--- config.mk ---
export PLATFORM = sky130hd
export DESIGN_NAME = io_perm_check
export DESIGN_NICKNAME = d
export VERILOG_FILES = /design/src/rtl/io_perm_pkg.sv /design/src/rtl/io_perm_screen.sv /design/src/rtl/io_perm_mask.sv /design/src/rtl/io_perm_seq.sv /design/src/rtl/io_perm_check.sv
export SDC_FILE = /design/constraint.sdc
export NUM_CORES = 1
export LEC_CHECK = 0
export BUFFER_PORTS_ARGS = -buffer_cell sky130_fd_sc_hd__buf_4
export CAP_MARGIN = 30
export CORE_ASPECT_RATIO = 0.5
export CORE_MARGIN = 4
export CORE_UTILIZATION = 35
export CTS_CLUSTER_DIAMETER = 40
export DETAILED_ROUTE_END_ITERATION = 16
export PLACE_DENSITY = 0.58
export SYNTH_ARGS = -nofsm -noshare
export SYNTH_HDL_FRONTEND = slang
export SYNTH_HIERARCHICAL = 1
export SYNTH_SLANG_ARGS = --single-unit
--- constraint.sdc ---
create_clock -name clk_i -period 12 [get_ports clk_i]
set_input_delay 1.8 -clock clk_i [delete_from_list [all_inputs] [get_ports clk_i]]
set_output_delay 1.8 -clock clk_i [all_outputs]
set_load 0.01 [all_outputs]
--- src/rtl/io_perm_pkg.sv ---
package io_perm_pkg;

  typedef enum logic [1:0] {
    ST_IDLE = 2'd0,
    ST_PTR  = 2'd1,
    ST_LO   = 2'd2,
    ST_HI   = 2'd3
  } seq_st_e;

  typedef enum logic [1:0] {
    SZ_1B  = 2'd0,
    SZ_2B  = 2'd1,
    SZ_4B  = 2'd2,
    SZ_4BX = 2'd3
  } acc_size_e;

endpackage

--- src/rtl/io_perm_screen.sv ---
module io_perm_screen #(
  parameter int CPL_W     = 2,
  parameter int LIMIT_W   = 32,
  parameter int TYPE_W    = 4,
  parameter logic [LIMIT_W-1:0] MIN_LIMIT = 'h67,
  parameter logic [TYPE_W-1:0]  TYPE_MASK = 'hD,
  parameter logic [TYPE_W-1:0]  TYPE_VAL  = 'h9
) (
  input  logic [CPL_W-1:0]   cpl_i,
  input  logic               iopl_lo_i,
  input  logic               iopl_hi_i,
  input  logic               v86_i,
  input  logic [LIMIT_W-1:0] limit_i,
  input  logic [TYPE_W-1:0]  type_i,
  output logic               bypass_o,
  output logic               tss_ok_o
);
  logic [CPL_W-1:0] iopl;

  assign iopl     = CPL_W'({iopl_hi_i, iopl_lo_i});
  assign bypass_o = !v86_i && (cpl_i <= iopl);
  assign tss_ok_o = (limit_i >= MIN_LIMIT) && ((type_i & TYPE_MASK) == TYPE_VAL);
endmodule

--- src/rtl/io_perm_mask.sv ---
module io_perm_mask
  import io_perm_pkg::*;
#(
  parameter int BYTE_W    = 8,
  parameter int MAX_BYTES = 4,
  localparam int SH_W     = $clog2(BYTE_W),
  localparam int NB_W     = $clog2(MAX_BYTES + 1),
  localparam int SPAN_W   = 2 * BYTE_W
) (
  input  logic [SH_W-1:0]   bit_ofs_i,
  input  acc_size_e         size_i,
  output logic [BYTE_W-1:0] lo_mask_o,
  output logic [BYTE_W-1:0] hi_mask_o,
  output logic              spans_o
);
  logic [NB_W-1:0]      nbytes;
  logic [MAX_BYTES-1:0] width_mask;
  logic [SPAN_W-1:0]    span;

  always_comb begin
    unique case (size_i)
      SZ_1B:   nbytes = NB_W'(1);
      SZ_2B:   nbytes = NB_W'(2);
      default: nbytes = NB_W'(MAX_BYTES);
    endcase
  end

  for (genvar k = 0; k < MAX_BYTES; k++) begin : g_wmask
    assign width_mask[k] = (NB_W'(k) < nbytes);
  end

  assign span      = SPAN_W'(width_mask) << bit_ofs_i;
  assign lo_mask_o = span[BYTE_W-1:0];
  assign hi_mask_o = span[SPAN_W-1:BYTE_W];
  assign spans_o   = |hi_mask_o;
endmodule

--- src/rtl/io_perm_seq.sv ---
module io_perm_seq
  import io_perm_pkg::*;
#(
  parameter int ADDR_W  = 32,
  parameter int LIMIT_W = 32,
  parameter int OFS_W   = 16,
  parameter int IDX_W   = 18,
  parameter int BYTE_W  = 8,
  parameter logic [ADDR_W-1:0] PTR_OFS = 'h66
) (
  input  logic               clk_i,
  input  logic               rst_ni,
  input  logic               go_i,
  input  logic               bypass_i,
  input  logic               tss_ok_i,
  input  logic [ADDR_W-1:0]  base_i,
  input  logic [LIMIT_W-1:0] limit_i,
  input  logic [IDX_W-1:0]   byte_sel_i,
  input  logic [BYTE_W-1:0]  lo_mask_i,
  input  logic [BYTE_W-1:0]  hi_mask_i,
  input  logic               spans_i,
  output logic               busy_o,
  output logic               mem_req_o,
  output logic [ADDR_W-1:0]  mem_addr_o,
  input  logic               mem_valid_i,
  input  logic [OFS_W-1:0]   mem_rdata_i,
  output logic               done_o,
  output logic               allow_o,
  output logic               fault_o
);
  seq_st_e          st_q;
  logic [IDX_W-1:0] idx_q;
  logic [IDX_W-1:0] idx_sum;
  logic [IDX_W-1:0] idx_inc;
  logic             sum_over;
  logic             inc_over;
  logic             hit_lo;
  logic             hit_hi;

  assign idx_sum  = IDX_W'(mem_rdata_i) + byte_sel_i;
  assign idx_inc  = idx_q + IDX_W'(1);
  assign sum_over = LIMIT_W'(idx_sum) > limit_i;
  assign inc_over = LIMIT_W'(idx_inc) > limit_i;
  assign hit_lo   = |(mem_rdata_i[BYTE_W-1:0] & lo_mask_i);
  assign hit_hi   = |(mem_rdata_i[BYTE_W-1:0] & hi_mask_i);

  assign busy_o    = (st_q != ST_IDLE);
  assign mem_req_o = busy_o;

  always_comb begin
    unique case (st_q)
      ST_PTR:  mem_addr_o = base_i + PTR_OFS;
      ST_LO,
      ST_HI:   mem_addr_o = base_i + ADDR_W'(idx_q);
      default: mem_addr_o = '0;
    endcase
  end

  always_ff @(posedge clk_i or negedge rst_ni) begin
    if (!rst_ni) begin
      st_q    <= ST_IDLE;
      idx_q   <= '0;
      done_o  <= 1'b0;
      allow_o <= 1'b0;
      fault_o <= 1'b0;
    end else begin
      done_o  <= 1'b0;
      allow_o <= 1'b0;
      fault_o <= 1'b0;
      unique case (st_q)
        ST_IDLE: begin
          if (go_i) begin
            if (bypass_i) begin
              done_o  <= 1'b1;
              allow_o <= 1'b1;
            end else if (!tss_ok_i) begin
              done_o  <= 1'b1;
              fault_o <= 1'b1;
            end else begin
              st_q <= ST_PTR;
            end
          end
        end
        ST_PTR: begin
          if (mem_valid_i) begin
            if (sum_over) begin
              done_o  <= 1'b1;
              fault_o <= 1'b1;
              st_q    <= ST_IDLE;
            end else begin
              idx_q <= idx_sum;
              st_q  <= ST_LO;
            end
          end
        end
        ST_LO: begin
          if (mem_valid_i) begin
            if (hit_lo || (spans_i && inc_over)) begin
              done_o  <= 1'b1;
              fault_o <= 1'b1;
              st_q    <= ST_IDLE;
            end else if (!spans_i) begin
              done_o  <= 1'b1;
              allow_o <= 1'b1;
              st_q    <= ST_IDLE;
            end else begin
              idx_q <= idx_inc;
              st_q  <= ST_HI;
            end
          end
        end
        ST_HI: begin
          if (mem_valid_i) begin
            done_o  <= 1'b1;
            allow_o <= !hit_hi;
            fault_o <= hit_hi;
            st_q    <= ST_IDLE;
          end
        end
        default: st_q <= ST_IDLE;
      endcase
    end
  end
endmodule

--- src/rtl/io_perm_check.sv ---
module io_perm_check
  import io_perm_pkg::*;
#(
  parameter int PORT_W    = 16,
  parameter int CPL_W     = 2,
  parameter int ADDR_W    = 32,
  parameter int LIMIT_W   = 32,
  parameter int TYPE_W    = 4,
  parameter int OFS_W     = 16,
  parameter int BYTE_W    = 8,
  parameter int MAX_BYTES = 4,
  parameter logic [LIMIT_W-1:0] MIN_LIMIT = 'h67,
  parameter logic [ADDR_W-1:0]  PTR_OFS   = 'h66,
  localparam int SH_W  = $clog2(BYTE_W),
  localparam int SEL_W = PORT_W - SH_W,
  localparam int IDX_W = ((OFS_W > SEL_W) ? OFS_W : SEL_W) + 2
) (
  input  logic               clk_i,
  input  logic               rst_ni,
  input  logic               start_i,
  input  logic [PORT_W-1:0]  port_i,
  input  logic [1:0]         size_i,
  input  logic [CPL_W-1:0]   cpl_i,
  input  logic               iopl_lo_i,
  input  logic               iopl_hi_i,
  input  logic               v86_i,
  input  logic [ADDR_W-1:0]  tss_base_i,
  input  logic [LIMIT_W-1:0] tss_limit_i,
  input  logic [TYPE_W-1:0]  tss_type_i,
  output logic               mem_req_o,
  output logic [ADDR_W-1:0]  mem_addr_o,
  input  logic               mem_valid_i,
  input  logic [OFS_W-1:0]   mem_rdata_i,
  output logic               done_o,
  output logic               allow_o,
  output logic               fault_o
);
  logic               busy;
  logic               go;
  logic               bypass;
  logic               tss_ok;
  logic [PORT_W-1:0]  port_q;
  acc_size_e          size_q;
  logic [ADDR_W-1:0]  base_q;
  logic [LIMIT_W-1:0] limit_q;
  logic [BYTE_W-1:0]  lo_mask;
  logic [BYTE_W-1:0]  hi_mask;
  logic               spans;
  logic [IDX_W-1:0]   byte_sel;

  assign go       = start_i && !busy;
  assign byte_sel = IDX_W'(port_q[PORT_W-1:SH_W]);

  always_ff @(posedge clk_i or negedge rst_ni) begin
    if (!rst_ni) begin
      port_q  <= '0;
      size_q  <= SZ_1B;
      base_q  <= '0;
      limit_q <= '0;
    end else if (go) begin
      port_q  <= port_i;
      size_q  <= acc_size_e'(size_i);
      base_q  <= tss_base_i;
      limit_q <= tss_limit_i;
    end
  end

  io_perm_screen #(
    .CPL_W    (CPL_W),
    .LIMIT_W  (LIMIT_W),
    .TYPE_W   (TYPE_W),
    .MIN_LIMIT(MIN_LIMIT)
  ) u_screen (
    .cpl_i    (cpl_i),
    .iopl_lo_i(iopl_lo_i),
    .iopl_hi_i(iopl_hi_i),
    .v86_i    (v86_i),
    .limit_i  (tss_limit_i),
    .type_i   (tss_type_i),
    .bypass_o (bypass),
    .tss_ok_o (tss_ok)
  );

  io_perm_mask #(
    .BYTE_W   (BYTE_W),
    .MAX_BYTES(MAX_BYTES)
  ) u_mask (
    .bit_ofs_i(port_q[SH_W-1:0]),
    .size_i   (size_q),
    .lo_mask_o(lo_mask),
    .hi_mask_o(hi_mask),
    .spans_o  (spans)
  );

  io_perm_seq #(
    .ADDR_W (ADDR_W),
    .LIMIT_W(LIMIT_W),
    .OFS_W  (OFS_W),
    .IDX_W  (IDX_W),
    .BYTE_W (BYTE_W),
    .PTR_OFS(PTR_OFS)
  ) u_seq (
    .clk_i      (clk_i),
    .rst_ni     (rst_ni),
    .go_i       (go),
    .bypass_i   (bypass),
    .tss_ok_i   (tss_ok),
    .base_i     (base_q),
    .limit_i    (limit_q),
    .byte_sel_i (byte_sel),
    .lo_mask_i  (lo_mask),
    .hi_mask_i  (hi_mask),
    .spans_i    (spans),
    .busy_o     (busy),
    .mem_req_o  (mem_req_o),
    .mem_addr_o (mem_addr_o),
    .mem_valid_i(mem_valid_i),
    .mem_rdata_i(mem_rdata_i),
    .done_o     (done_o),
    .allow_o    (allow_o),
    .fault_o    (fault_o)
  );
endmodule

## After elaboration in Yosys (flattened, before gate mapping)

Index checks and enable logic that the tools add are counted.

- Logic and storage cells: 96
- Input port bits: 111
- Register bits after elaboration: 105
- Output and inout bits: 36

- $add $sub $neg: 4
- Bitwise logic cells: 2
- Eq/ne operators: 14
- Reduce and logical (&&, ||, !) cells: 18
- Shift-type cells: 1
- $lt $le $gt $ge: 8
- Multiplexer cells: 40

Operators by type and width:

| cell | count |
|---|---|
| 18-bit 2-to-1 mux | 5 |
| 18-bit by 32-bit greater-than comparator with 1-bit output | 2 |
| 32-bit case mux with 2 select lines | 1 |
| 18-bit case mux with 2 select lines | 1 |
| 32-bit by 18-bit adder with 32-bit output | 1 |
| 32-bit by 7-bit adder with 32-bit output, second input constant | 1 |
| 32-bit by 7-bit >= comparator with 1-bit output, second input constant | 1 |
| 8-bit OR reduction | 3 |
| 1-bit 2-to-1 mux | 19 |
| 18-bit by 1-bit adder with 18-bit output, second input constant | 1 |
| 2-bit 2-to-1 mux | 9 |
| 16-bit by 13-bit adder with 17-bit output | 1 |
| 8-bit AND | 2 |
| 4-bit by 3-bit << shifter with 16-bit output | 1 |
| 2-bit != test, second input constant | 7 |
| 6-bit AND reduction | 2 |
| 1-bit case mux with 4 select lines | 2 |
| 2-bit case mux with 4 select lines | 1 |
| 1-bit by 3-bit less-than comparator with 1-bit output, first input constant | 2 |
| 2-bit by 3-bit less-than comparator with 1-bit output, first input constant | 2 |
| 3-bit case mux with 2 select lines | 1 |
| 2-bit by 1-bit == test with 1-bit output, second input constant | 2 |
| 2-bit == test, second input constant | 2 |
| 1-bit logical AND | 4 |
| other kinds (9) | 14 |

## Longest topological paths before layout

Gate-level depths: netlist of run 1.

- Depth after elaboration: 10
- Depth in mapped cells: 22
- Mapped depth without buffers: 19

## By module

The synthesis of run 1 kept the hierarchy.

Modules (own cells, without submodules):

| module | area each (um2) | instances | cells an instance | seq. area each (um2) |
|---|---|---|---|---|
| io_perm_seq | 5,094.9 | 1 | 697 | 575.6 |
| io_perm_check | 3,419.5 | 1 | 175 | 2,052.0 |
| io_perm_mask | 304.0 | 1 | 49 | 0.0 |
| io_perm_screen | 156.4 | 1 | 23 | 0.0 |

## Worst setup path before layout of run 1

Ideal clock, no wire load.

- Path type: input -> register
- Start: input mem_rdata_i[0]
- End: register u_seq.idx_q[14]
- Data required time: 11.874 ns
- Setup time: 0.126 ns
- Data arrival time: 5.065 ns
- Stages: 21
- Buffers on the path: 2
- Path slack: 6.809 ns
- Cells stage by stage: ha_1 -> inv_1 -> fa_1 -> nor2b_1 -> o31a_1 -> nor2_1 -> o221ai_1 -> a41oi_1 -> nor2b_1 -> xnor2_1 -> ha_1 -> nand4_1 -> nor4_1 -> o41ai_1 -> a31oi_1 -> nor2b_1 -> buf_2 -> nand2_4 -> buf_6 -> nor4_1 -> a221o_1

- Cells in the longest elaborated chain, start to end: 5
- Elaborated cells between the ends (all ways): 11
- Classes of those cells: add/sub: 1; order compare: 1; eq/ne: 2; mux: 3; bitwise: 1; reduce/logical: 3

Ends and longest elaborated chain:

| element | RTL line | source |
|---|---|---|
| from (decl) | io_perm_check.sv:33 | `input logic [OFS_W-1:0] mem_rdata_i,` |
| branches (longest 5 deep; another with 18-bit by 32-bit greater-than comparator with 1-bit output) | -- |  |
| to (signal assigned) | io_perm_seq.sv:91 | `idx_q <= idx_sum;` |
| to (signal assigned) | io_perm_seq.sv:107 | `idx_q <= idx_inc;` |
| to (decl) | io_perm_seq.sv:32 | `logic [IDX_W-1:0] idx_q;` |

Several ways; the timed one is not identified. The select of a mux whose other input is x is not followed.
A chain may end at the register's enable or synchronous reset.

## Final worst setup path of run 1

- Start: input mem_rdata_i[0]
- End: register u_seq.idx_q[16]

The elaborated chain is that of the path after synthesis.

==> results of run 1 <==
-- area by class of cell --
| cell class | instances | area [um2] | area share |
|---|---|---|---|
| Tap cell | 344 | 430 | 0.0407 |
| Inverter | 47 | 176 | 0.0167 |
| Sequential cell | 105 | 2630 | 0.248 |
| Timing Repair Buffer | 152 | 1160 | 0.110 |
| Clock inverter | 5 | 81.3 | 0.00768 |
| Clock buffer | 10 | 229 | 0.0216 |
| Multi-Input combinational cell | 763 | 5880 | 0.555 |
-- worst max-delay path, delay by kind of cell --
family	cells	cell delay (ps)
fa+ha+maj	3	890
compound gates	10	1970
xor+xnor	1	420
buf+inv	2	150
simple gates	4	1190
-- per-stage QoR --
| stage | area [um2] | utilization | hold WS [ps] | worst slack [ps] |
|---|---|---|---|---|
| floorplan | 9010 | - | 476 | 6810 |
| global placement | 10200 | 0.405 | 496 | 5570 |
| detailed placement | 10300 | 0.407 | 499 | 5560 |
| CTS | 10600 | 0.419 | 518 | 5950 |
| global route | 10600 | 0.419 | 523 | 5450 |
| finish | 10600 | 0.419 | 513 | 5810 |
-- registers in the layout, summed over array words and instances, names as in the netlist --
signal,flops
base_q,32
limit_q,32
u_seq/idx_q,18
port_q,16
size_q,2
u_seq/st_q,2
u_seq/allow_o,1
u_seq/done_o,1
u_seq/fault_o,1
-- report_power, final --
group          internal (mW)  leakage, nW  switching [mW]
clock                  0.182        0.149           0.139
combinational          0.565         3.50           0.653
sequential             0.454         1.24           0.148
total                   1.20         4.88           0.941
-- path summary, 6_finish.rpt --
| path | slack, ps | end | from |
|---|---|---|---|
| max | 5810 | u_seq/idx_q[16]$_DFFE_PN0P_ | mem_rdata_i[0] |
| min | 510 | limit_q[24]$_DFFE_PN0P_ | limit_q[24]$_DFFE_PN0P_ |
| max reg2reg | 6990 | u_seq/idx_q[16]$_DFFE_PN0P_ | port_q[3]$_DFFE_PN0P_ |
| min reg2reg | 510 | limit_q[24]$_DFFE_PN0P_ | limit_q[24]$_DFFE_PN0P_ |
| max in group asynchronous | 9560 | limit_q[19]$_DFFE_PN0P_ | rst_ni |
| min in group asynchronous | 1360 | base_q[24]$_DFFE_PN0P_ | rst_ni |
-- cells in the mapped netlist, types with 4 or more instances --
cell      count  area share
nand2_1      62       0.026
xor2_1       26       0.025
clkbuf_1     15      0.0063
buf_2         5      0.0028
xnor2_1      33       0.032
o21ai_1      14      0.0078
a21boi_0      4      0.0033
mux2_4       69        0.12
o21a_1       13       0.011
inv_1        47       0.020
nand3_1      30       0.017
o22ai_1      19       0.013
dfrtp_1     105        0.29
a21o_1       15       0.013
o211ai_1      4      0.0033
nor4_1        9      0.0063
a31oi_1       7      0.0049
a211oi_1     12       0.010
ha_1         75        0.10
a21oi_1      70       0.039
nor4_2        4      0.0056
mux2_2       13       0.016
a22oi_1       7      0.0059
o21ai_0      42       0.023
nor3_1        9      0.0050
nand3b_1      5      0.0042
a311oi_1      5      0.0049
nor2_1       70       0.029
nand4_1      16       0.011
mux2i_1      11       0.012
buf_4         8      0.0067
and2_1        6      0.0042
buf_12        8       0.018
nor2b_1      13      0.0091
and3_1       10      0.0070
nand2b_1     12      0.0084
-- routing by layer --
| layer | vias to the layer above | routed length (um) | part of all wire | global-route usage |
|---|---|---|---|---|
| met5 | - | 40 | 0.0016 | 0 |
| met4 | 4 | 311 | 0.012 | 0.0383 |
| met3 | 22 | 1210 | 0.047 | 0.0371 |
| met2 | 163 | 11600 | 0.45 | 0.283 |
| met1 | 3745 | 12700 | 0.49 | 0.263 |
| li1 | 3718 | - | - | - |
-- kinds of logic after synthesis --
group | count (synthesis)
AND/OR/NAND/NOR | 264
AO/OA/AOI/OAI | 259
flip-flops | 105
multiplexers | 93
buffers and inverters | 85
adder cells (fa/ha/maj) | 77
XOR/XNOR | 59
other | 2
==> results.md, run 1 <==
* Initial Util at 0.356
* Slew Viols, Final at 0
* Clock Latency Late Sink at 370 ps
* Number of global-route vias before repair at 7,505
* Synth Area in Adders at 0.109
* Post-Syn Area at 8970 um2
* # fillers at 2,500
* Postcts setup bufs at 0
* Number of clock sinks at 105
* Leakage at 4.88 nW
* Critical path's largest stage delay at 560 ps
* Req. time, crit path at 12,250 ps
* Clock-pin slew on the worst setup and hold paths at 70 ps
* Fmax at 161 MHz
* CP max-delay cell: nor2b_1
* CTS Buf Count at 9
* Hold-fix buffers, CTS at 0
* CP Cell Sequence: buf_4 > ha_1 > inv_1 > fa_1 > nor2b_1 > o31a_1 > nor2_1 > o221ai_1 > a41oi_1 > a21oi_1 > xor2_1 > ha_1 > o21a_1 > o21ai_0 > a211o_1 > a31oi_1 > nor2b_1 > nand2_4 > a21o_1 > a221o_1
* Die Footprint at 28,400 um2
* Setup_tns at 0 ps
* Layout cells sized above 1 at 0.248
* Synth Register Bits at 105
* Mux contribution to synthesized area at 0.144
* Routed wire length at 25.8 mm
* Antenna violations before repair at 2
* Worst Path Arrival at 6440 ps
* Synth warnings at 6
* Crit Path Class: input port to flip-flop
* WHS Path Cells at 1
* Worst-path fanout max at 32
* Cell Rows at 41
* Minimum clock period at 6190 ps
* First-pass DRT Iterations at 4
* Simple-Gate Fraction of Synth Area at 0.150
* Avg Inst Size Synth at 9.51 um2
* RSZ-0062 raised after global routing: no
* Most frequent cells in the layout: buf_4, dfrtp_1, ha_1
* Chip width at 234 um
* Largest family of logic cells by synthesized area: compound AO/OA/AOI/OAI gates
* Vias at 7,652
* CTS tree: done
* # nets final at 1,266
* Slew margin rel. at 0.343
* Die Span Y at 121 um
* PortBufs at 145
* Xor and xnor area share after synthesis at 0.0576
* PwrDens at 202 nW/um2
* Worst setup SP type: input port
* Reg2Reg Depth at 19
* Distinct cells, synth at 80
* Number of endpoints failing setup at the final stage at 0
* Vias per inst at 5.37
* Syn-to-layout area delta at 18.0%
* DP HPWL at 20.3 mm
* Synth Flop Type: dfrtp_1
* Total gr overflow at 0
* Ant. Diodes at 0
* Synth Instances at 944
* IO Count at 147
* Fin cells at 1,426
* First-pass GRT wire length at 40.9 mm
* DRT iter0 DRCs at 467
* Slew @ Worst Pin at 986 ps
* Root Buffer: clkbuf_16
* Status: finished, final reports clean
* Crit. End Element: flip-flop
* Min-Delay Path Class: flip-flop to flip-flop
* Placed cell count at 1,411
* Htree depth at 3
* Seq/Total Area, Yosys at 0.293
* Max_cap viols at 0
* Endpoints failing hold at 0
* Tcrit/Tclk final at 0.516
* Fraction of registers with async set/reset at 1.00
* Post-synth EDFFs at 0
* Core area at 25,200 um2
* Post-route ant nets at 0
* Synth Area in Compound Gates at 0.190
* Commonest non-fill, non-tap cell in the layout: buf_4
* Power Total at 2.14 mW
* DR WL/cell at 18.1 um
* Maximum vdd ir drop at 0.0816 mV
* Cts repair resizes at 0
* Deepest clock path buffer count at 2
* Setup Skew at 7.97 ps
* Largest net degree at the start of global routing at 57
* All-layer global routing usage at 0.182
* RePlAce Congestion at 0.878
* Remaining DRCs at 0
Note: power is estimated with default switching activity, not from simulation.
==> inputs of run 2 (changes only) <==
--- a/config.mk
+++ b/config.mk
@@ -12,7 +12,7 @@
 export CORE_UTILIZATION = 35
 export CTS_CLUSTER_DIAMETER = 40
 export DETAILED_ROUTE_END_ITERATION = 16
-export PLACE_DENSITY = 0.58
+export PLACE_DENSITY = 0.6
 export SYNTH_ARGS = -nofsm -noshare
 export SYNTH_HDL_FRONTEND = slang
 export SYNTH_HIERARCHICAL = 1
==> constraint.sdc (replaced) <==
create_clock -name clk_i -period 5.13 [get_ports clk_i]
set_input_delay 0.7695 -clock clk_i [delete_from_list [all_inputs] [get_ports clk_i]]
set_output_delay 0.7695 -clock clk_i [all_outputs]
set_load 0.01 [all_outputs]
==> results.md, run 2 (synthesis results as in run 1) <==
* Clock-pin slew on the worst setup and hold paths at 70 ps
* Deepest clock path buffer count at 2
* P_sw at 2.23 mW
* Fmax at 214 MHz
* DR WL/cell at 17.8 um
* Antenna violations before repair at 0
* Chip width at 234 um
* All-layer global routing usage at 0.180
* CTS Buf Count at 9
* Leakage at 4.91 nW
* Worst setup SP type: input port
* RSZ-0062 raised after global routing: no
* Min-Delay Path Class: input port to asynchronous set/reset pin
* Number of global-route vias before repair at 7,680
* Flop pwr share at 0.282
* Slew margin rel. at 0.340
* Syn-to-layout area delta at 18.5%
* CTS tree: done
* Ant. Diodes at 0
* First-pass GRT wire length at 40.4 mm
* Final hold slack at 305 ps
* Initial Util at 0.356
* Cell Rows at 41
* RePlAce Congestion at 0.911
* Total gr overflow at 0
* Largest net degree at the start of global routing at 58
* PortBufs at 145
* Vias at 7,642
* Post-route ant nets at 0
* DRT iter0 DRCs at 510
* Routed wire length at 25.5 mm
* Most frequent cells in the layout: buf_4, dfrtp_1, ha_1
* IO Count at 147
* Req. time, crit path at 5410 ps
* Number of clock sinks at 105
* Clock Latency Late Sink at 370 ps
* First-pass DRT Iterations at 5
* Cts repair resizes at 0
* Setup_tns at 0 ps
* Layout cells sized above 1 at 0.253
* Internal power at 2.78 mW
* Max_cap viols at 0
* Maximum vdd ir drop at 0.177 mV
* Htree depth at 3
* Core area at 25,200 um2
* Reg2Reg Depth at 20
* Crit. End Element: flip-flop
* Slew Viols, Final at 0
* Number of endpoints failing setup at the final stage at 0
* Hold-fix buffers, CTS at 0
* Setup Skew at 8.38 ps
* Vias per inst at 5.33
* Postcts setup bufs at 0
* Sw frac at 0.445
* Die Footprint at 28,400 um2
* Top Registers: base_q (32), limit_q (32), u_seq/idx_q (18)
* PwrDens at 471 nW/um2
* Minimum clock period at 4670 ps
* Combinational Power Share at 0.572
* Crit Path Class: input port to flip-flop
* Root Buffer: clkbuf_16
* Status: finished, final reports clean
* Remaining DRCs at 0
* Commonest non-fill, non-tap cell in the layout: buf_4
* Slew @ Worst Pin at 988 ps
* Worst-path fanout max at 18
* Endpoints failing hold at 0
* Worst Path Arrival at 4960 ps
* Tcrit/Tclk final at 0.911
* # nets final at 1,272
* DP HPWL at 20.3 mm
* Clock share of power at 0.146
* Die Span Y at 121 um
-- run 2: cell types whose count changed in the layout (fill, tap and decap cells not counted), sizes merged --
cell	before	now
buf	152	158
bufinv	2	1
clkbuf	10	9
clkinv	2	3
inv	47	49
-- run 2: cell type report --
cell class	instances	area, um2
sequential	105	2630
multi-input combinational	763	5880
inverter	47	176
fill	2540	14600
clock inverter	7	77.6
clock buffer	9	225
tap	344	430
timing repair buffer	158	1220
-- run 2: per-stage QoR --
step / instances / power, mW / setup WS [ps] / utilization / instance area (um2)
2_1_floorplan: 953 / 3.46 / 970 / - / 9010
3_3_place_gp: 1416 / 4.17 / 180 / 0.408 / 10300
3_5_place_dp: 1417 / 4.26 / 160 / 0.409 / 10300
4_1_cts: 1433 / 5.03 / 527 / 0.421 / 10600
5_1_grt: 1433 / 5.44 / 154 / 0.421 / 10600
6_report: 1433 / 5.01 / 456 / 0.421 / 10600
-- run 2: worst paths after layout --
| kind | endpoint | slack [ps] | startpoint |
|---|---|---|---|
| max in group asynchronous | limit_q[22]$_DFFE_PN0P_ | 3810 | rst_ni |
| hold / removal | base_q[22]$_DFFE_PN0P_ | 300 | rst_ni |
| min in group clk_i | limit_q[1]$_DFFE_PN0P_ | 510 | limit_q[1]$_DFFE_PN0P_ |
| setup reg to reg | u_seq/idx_q[9]$_DFFE_PN0P_ | 590 | port_q[3]$_DFFE_PN0P_ |
| setup / recovery | u_seq/idx_q[9]$_DFFE_PN0P_ | 460 | mem_rdata_i[0] |
| hold reg to reg | limit_q[1]$_DFFE_PN0P_ | 510 | limit_q[1]$_DFFE_PN0P_ |
-- run 2: power groups by stage --
stage          Combinational (mW)  Clock (mW)  Sequential [mW]
2_1_floorplan                2.18           0             1.28
3_3_place_gp                 2.75           0             1.42
4_1_cts                      2.85       0.761             1.42
6_report                     2.87       0.731             1.42
3_5_place_dp                 2.83           0             1.43
5_1_grt                      3.18       0.791             1.46
-- run 2: worst max-delay path, stage by stage --
cell and delay (ps):
buf_4 120, ha_1 210, inv_1 70, fa_1 200
nor2b_1 70, o31a_1 270, nor2_1 180, o221ai_1 170
a41oi_1 310, nor2b_1 190, xnor2_1 120, ha_1 310
nand4_1 170, nor4_1 310, o41ai_1 130, a31oi_1 420
nor2b_1 260, nand2_4 190, buf_4 250, a21oi_1 60
a22oi_1 160
-- run 2: routing by layer --
metal / track usage / share of wire / vias up
met5: 0 / 0 / -
met4: 0.0531 / 0.022 / 0
met3: 0.0319 / 0.044 / 36
met2: 0.286 / 0.45 / 207
met1: 0.250 / 0.49 / 3666
li1: - / - / 3733
